==> config.mk <==
export PLATFORM = sky130hd
export DESIGN_NAME = pulse_delay_timer
export DESIGN_NICKNAME = d
export VERILOG_FILES = /design/src/rtl/pdt_pkg.sv /design/src/rtl/pdt_split_counter.sv /design/src/rtl/pdt_datapath.sv /design/src/rtl/pdt_control.sv /design/src/rtl/pulse_delay_timer.sv
export SDC_FILE = /design/constraint.sdc
export NUM_CORES = 1
export LEC_CHECK = 0
export CAP_MARGIN = 10
export CORE_MARGIN = 8
export CORE_UTILIZATION = 44
export DETAILED_ROUTE_END_ITERATION = 8
export PLACE_DENSITY = 0.74
export SETUP_SLACK_MARGIN = 0.2
export SYNTH_ARGS = -nofsm -noshare
export SYNTH_HDL_FRONTEND = slang
export SYNTH_HIERARCHICAL = 1
export SYNTH_SLANG_ARGS = --single-unit
==> constraint.sdc <==
create_clock -name clk -period 1.79 [get_ports clk]
set_input_delay 0.4475 -clock clk [delete_from_list [all_inputs] [get_ports clk]]
set_output_delay 0.4475 -clock clk [all_outputs]
set_load 0.05 [all_outputs]
==> src/rtl/pdt_pkg.sv <==
package pdt_pkg;
  localparam int NUM_STAGES = 2;
  localparam int STG_DELAY  = 0;
  localparam int STG_WIDTH  = 1;

  // Strobes from control to datapath, one bit per stage
  typedef struct packed {
    logic [NUM_STAGES-1:0] run;     // decrement this clock
    logic [NUM_STAGES-1:0] reload;  // load programmed count this clock
  } pdtStrobe_t;
endpackage

==> src/rtl/pdt_split_counter.sv <==
module pdt_split_counter #(
  parameter int LO_W = 4,
  parameter int HI_W = 4,
  localparam int CNT_W = LO_W + HI_W
) (
  input  logic             clk,
  input  logic             rstN,
  input  logic [CNT_W-1:0] loadVal,
  input  logic             run,
  input  logic             reload,
  output logic             coinc
);
  logic [LO_W-1:0] loCnt;
  logic [HI_W-1:0] hiCnt;
  logic loZero, hiZero, loBorrow;

  assign loZero   = (loCnt == '0);
  assign hiZero   = (hiCnt == '0);
  assign loBorrow = run && loZero;   // carry of fast section enables slow section
  assign coinc    = loZero && hiZero;

  always_ff @(posedge clk) begin
    if (!rstN) begin
      loCnt <= '0;
      hiCnt <= '0;
    end else if (reload) begin
      loCnt <= loadVal[LO_W-1:0];
      hiCnt <= loadVal[CNT_W-1:LO_W];
    end else if (run) begin
      loCnt <= loCnt - 1'b1;
      if (loBorrow) hiCnt <= hiCnt - 1'b1;
    end
  end


  lo_wrap_chk: assert property (@(posedge clk) disable iff (!rstN)
    (run && !reload && loZero && !hiZero) |=>
      (loCnt == {LO_W{1'b1}} && hiCnt == $past(hiCnt) - HI_W'(1)));


  hi_hold_chk: assert property (@(posedge clk) disable iff (!rstN)
    (run && !reload && !loZero) |=> $stable(hiCnt));
endmodule

==> src/rtl/pdt_datapath.sv <==
module pdt_datapath
  import pdt_pkg::*;
#(
  parameter int LO_W = 4,
  parameter int HI_W = 4,
  localparam int CNT_W = LO_W + HI_W
) (
  input  logic                  clk,
  input  logic                  rstN,
  input  logic [CNT_W-1:0]      delayCount,
  input  logic [CNT_W-1:0]      widthCount,
  input  pdtStrobe_t            strobe,
  output logic [NUM_STAGES-1:0] coinc
);
  logic [NUM_STAGES-1:0][CNT_W-1:0] loadVals;

  assign loadVals[STG_DELAY] = delayCount;
  assign loadVals[STG_WIDTH] = widthCount;

  for (genvar gi = 0; gi < NUM_STAGES; gi++) begin : g_stage
    pdt_split_counter #(.LO_W(LO_W), .HI_W(HI_W)) u_cnt (
      .clk     (clk),
      .rstN    (rstN),
      .loadVal (loadVals[gi]),
      .run     (strobe.run[gi]),
      .reload  (strobe.reload[gi]),
      .coinc   (coinc[gi])
    );
  end
endmodule

==> src/rtl/pdt_control.sv <==
module pdt_control
  import pdt_pkg::*;
(
  input  logic                  clk,
  input  logic                  rstN,
  input  logic                  trigIn,
  input  logic                  loadBusy,
  input  logic                  doubleMode,
  input  logic                  ovlClr,
  input  logic [NUM_STAGES-1:0] coinc,
  output pdtStrobe_t            strobe,
  output logic                  trigOut,
  output logic                  pulseOut,
  output logic                  overlapFlag,
  output logic                  busy
);
  logic delayActive, widthActive;
  logic delayAccept, delayEnd, widthTrig, widthAccept, widthEnd;

  assign delayAccept = trigIn && !loadBusy && !delayActive;
  assign delayEnd    = delayActive && coinc[STG_DELAY];
  assign widthTrig   = delayEnd || (doubleMode && delayAccept);
  assign widthAccept = widthTrig && !loadBusy && !widthActive;
  assign widthEnd    = widthActive && coinc[STG_WIDTH];

  always_comb begin
    strobe.run[STG_DELAY]    = delayActive && !coinc[STG_DELAY];
    strobe.reload[STG_DELAY] = !delayActive || delayEnd;
    strobe.run[STG_WIDTH]    = widthActive && !coinc[STG_WIDTH];
    strobe.reload[STG_WIDTH] = !widthActive || widthEnd;
  end

  always_ff @(posedge clk) begin
    if (!rstN) begin
      delayActive <= 1'b0;
      widthActive <= 1'b0;
      trigOut     <= 1'b0;
      overlapFlag <= 1'b0;
    end else begin
      if (delayAccept)   delayActive <= 1'b1;
      else if (delayEnd) delayActive <= 1'b0;
      if (widthAccept)   widthActive <= 1'b1;
      else if (widthEnd) widthActive <= 1'b0;
      trigOut <= delayAccept;
      if (trigIn && delayActive) overlapFlag <= 1'b1;
      else if (ovlClr)           overlapFlag <= 1'b0;
    end
  end

  assign pulseOut = widthActive;
  assign busy     = delayActive || widthActive;


  trigout_single_chk: assert property (@(posedge clk) disable iff (!rstN)
    trigOut |=> !trigOut);


  trigout_cause_chk: assert property (@(posedge clk) disable iff (!rstN)
    trigOut |-> $past(trigIn && !loadBusy));


  delay_end_chk: assert property (@(posedge clk) disable iff (!rstN)
    $fell(delayActive) |-> $past(coinc[STG_DELAY]));


  width_end_chk: assert property (@(posedge clk) disable iff (!rstN)
    $fell(pulseOut) |-> $past(coinc[STG_WIDTH]));


  load_lock_chk: assert property (@(posedge clk) disable iff (!rstN)
    $rose(delayActive) |-> $past(!loadBusy));


  overlap_sticky_chk: assert property (@(posedge clk) disable iff (!rstN)
    (overlapFlag && !ovlClr) |=> overlapFlag);
endmodule

==> src/rtl/pulse_delay_timer.sv <==
module pulse_delay_timer
  import pdt_pkg::*;
#(
  parameter int LO_W = 4,
  parameter int HI_W = 4,
  localparam int CNT_W = LO_W + HI_W
) (
  input  logic             clk,
  input  logic             rstN,
  input  logic             trigIn,
  input  logic             loadBusy,
  input  logic             doubleMode,
  input  logic             ovlClr,
  input  logic [CNT_W-1:0] delayCount,
  input  logic [CNT_W-1:0] widthCount,
  output logic             trigOut,
  output logic             pulseOut,
  output logic             overlapFlag,
  output logic             busy
);
  pdtStrobe_t            strobe;
  logic [NUM_STAGES-1:0] coinc;

  pdt_control u_ctrl (
    .clk         (clk),
    .rstN        (rstN),
    .trigIn      (trigIn),
    .loadBusy    (loadBusy),
    .doubleMode  (doubleMode),
    .ovlClr      (ovlClr),
    .coinc       (coinc),
    .strobe      (strobe),
    .trigOut     (trigOut),
    .pulseOut    (pulseOut),
    .overlapFlag (overlapFlag),
    .busy        (busy)
  );

  pdt_datapath #(.LO_W(LO_W), .HI_W(HI_W)) u_dp (
    .clk        (clk),
    .rstN       (rstN),
    .delayCount (delayCount),
    .widthCount (widthCount),
    .strobe     (strobe),
    .coinc      (coinc)
  );
endmodule

==> metrics <==
Syn Inst Count 129; Avg WL per Cell 16.4 um; status complete, but fails checks; most common cell in the netlist dfxtp_1; Vias 1175; Detailed Routing Iterations Pass 1 4; post-synthesis compound-gate area fraction 19.4%; Hold Path Class register to register; Netlist cell types 32; Cell Area, Synth 1130 um2; H-tree levels 1; top layer in use met4; Max Root-Sink Buffers 2; hold_sp u_ctrl/overlapFlag; # IOs 26; internal reg-to-reg setup slack -0.04 ns; die width 66.7 um; Critical Path End Type register; violated checks negative setup slack; vias in the first global route 1102; CTS Buf Count 3; Achievable Freq 0.547 GHz; Final Routed Wirelength 3.60 mm; Inst Count DP 194; # fillers 155; clock sinks 20; Least-Margin Pin Slew 0.414 ns; CP max FO 6; Starting Density 46.1%; RSZ-0062 raised after global routing true; Clock Skew 0.00101 ns; initial antenna violation count 0; end of the worst register-to-register path u_dp/g_stage[1].u_cnt/loCnt[1]; hold path endpoint u_ctrl/overlapFlag; Worst-path clk slew 0.12 ns; Final Cycle Share 102%; hold depth 2; via/cell ratio 5.34; Post-Synth Simple-Gate Area 23.2%; 1st-iter DRT viols 66; layout cells sized above 1 56.3%; CTS root buffer clkbuf_4; Final min period 1.83 ns; die height 66.7 um; Synth async-reset ratio 0%; die area 4450 um2; Final WS setup -0.0369 ns; Yosys warnings 6; Nets 219; cell area after layout 1950 um2; met3 routed WL 179 um; Yosys top cell area share 35.4%; Port-buffer cells 25; routability congestion estimate 0.837; Core ar. 2450 um2; number of synthesized flops with an enable pin 0; Final setup viols 5; Syn-to-layout area delta 72.4%; CTS Hold Buffers Added 0; met2 wire len 1.77 mm; startpoint types register; later-pin clock latency in the skew report 0.31 ns; required time worst endpoint 2.00 ns; antenna-violating nets left 0; largest net degree at the start of global routing 12; Synth area leader dfxtp_1; Setup CP Type register to register; R2R Path Start u_dp/g_stage[1].u_cnt/hiCnt[0]; DP Area 1580 um2; Post-Place Setup Slack -0.0398 ns; Hold Vio Cnt, Final 0; GRT Total Usage 13.8%; Max-slew headroom 72.3%; R2R cell count 11; Main synth FF type dfxtp_1; post-synthesis mux area share 1.33%; drc violations 0; data arrival time of the critical path 2.03 ns; Synth Register Bits 20; top cells by count, synth 20 x dfxtp_1, 17 x inv_1, 12 x nand2_1; Synth area leaders dfxtp_1 35%, ha_1 6.6%, inv_1 5.6%; Synth Area in Adders 6.63%; syn_nets 157; n_diodes 0; Leakage Power 0.798 nW; largest family of logic cells by synthesized area simple AND/OR/NAND/NOR gates; Post-DP HPWL 2.08 mm; site row count 18; maxcap violations 0; GRT overflow 0; first-pass GRT wire length 4.85 mm; post-synthesis xor/xnor area fraction 6.19%; Mean Syn Cell Area 8.78 um2; sequential area share after synthesis 35.4%; Pwr Density 642 nW/um2; Max Slew Vio Count 0; WL met1 1.60 mm; peak supply drop 0.657 mV; final cell count without fillers 220; CTS tree built
[cells in the final DEF, fill, tap and decap left out, types with 3 or more instances in the layout]
cell type         n
nand2_1          12
buf_4            33
xnor2_1           3
a211oi_1          4
ha_4              4
clkinvlp_4        3
xor2_1            3
nor2_2            3
inv_1             5
nor3_2            3
buf_6             6
clkdlybuf4s50_1  21
dfxtp_2          12
a21oi_1           6
dfxtp_1           8
nor2_1            3
a21oi_2           3
inv_2             9
o21ai_0           3
clkbuf_4          3
[worst max-delay path, cell delays in order (launching register included)]
cell        delay [ns]
dfxtp_2           0.35
inv_2             0.08
ha_4              0.13
nand3_2           0.07
nor3_2            0.17
and2b_2           0.24
buf_4             0.15
inv_4             0.06
clkinvlp_4        0.13
buf_6             0.17
o211ai_1          0.09
a21oi_1           0.09
[timing repair]
| item | in CTS | in global routing |
|---|---|---|
| gates cloned | 0 | 1 |
| buffers inserted | 13 | 8 |
| hold endpoints to repair | 0 | 0 |
| pin swaps | 11 | 13 |
| resized for setup | 21 | 20 |
| setup endpoints to repair | 13 | 18 |
[state kept, by name, indices dropped and copies added, names as in the netlist]
| name | count |
|---|---|
| u_dp/g_stage.u_cnt/loCnt | 8 |
| u_ctrl/trigOut | 1 |
| u_ctrl/pulseOut | 1 |
| u_ctrl/overlapFlag | 1 |
| u_dp/g_stage.u_cnt/hiCnt | 8 |
| u_ctrl/delayActive | 1 |
[per-stage QoR]
step / power, mW / setup TNS (ns) / hold slack [ns] / utilization, %
after CTS: 1.18 / 0 / 0.499 / 73.1
after global routing: 1.31 / -0.624 / 0.541 / 79.5
after detailed placement: 0.840 / -0.0917 / 0.479 / 64.2
final: 1.25 / -0.102 / 0.512 / 79.5
after floorplan: 0.716 / 0 / 0.466 / -
after global placement: 0.828 / -0.00512 / 0.462 / 64.2
[worst max-delay path by stage]
stage                                endpoint  slack, ns                           start
6_report       u_dp/g_stage[1].u_cnt/loCnt[1]      -0.04  u_dp/g_stage[1].u_cnt/hiCnt[0]
3_5_place_dp   u_dp/g_stage[1].u_cnt/hiCnt[1]      -0.04  u_dp/g_stage[1].u_cnt/hiCnt[1]
3_3_place_gp   u_dp/g_stage[1].u_cnt/hiCnt[3]     -0.005  u_dp/g_stage[1].u_cnt/hiCnt[1]
2_1_floorplan  u_dp/g_stage[1].u_cnt/hiCnt[2]       0.03  u_dp/g_stage[1].u_cnt/hiCnt[1]
5_1_grt        u_dp/g_stage[1].u_cnt/loCnt[1]      -0.11  u_dp/g_stage[1].u_cnt/hiCnt[0]
4_1_cts        u_dp/g_stage[1].u_cnt/hiCnt[1]       0.02  u_dp/g_stage[1].u_cnt/loCnt[0]
[logic make-up after synthesis]
kind of cell	after synthesis
compound gates	29
flops	20
xor+xnor	8
fa+ha+maj	6
buf+inv	21
simple gates	44
mux	1
[power breakdown]
group,internal (mW),leakage [nW],total (mW),switching [mW]
logic,0.243,0.607,0.454,0.211
registers,0.485,0.170,0.522,0.0365
clock network,0.124,0.0210,0.277,0.153
[layout make-up]
class	instances	area, um2	share of cell area, %
flip-flops and latches	20	415	21.3
well taps	30	37.5	1.92
clock buffers	4	36.3	1.86
repair inverters	1	7.51	0.385
multi-input cells	88	856	43.8
inverters	17	73.8	3.78
repair buffers	60	526	26.9
[per-layer routing]
layer  track usage (%)  vias up
met4              3.73        0
met5                 0        -
met3              4.70        6
li1                  -      575
met1              15.7      564
met2              23.8       30
(Power assumes the default switching activity.)
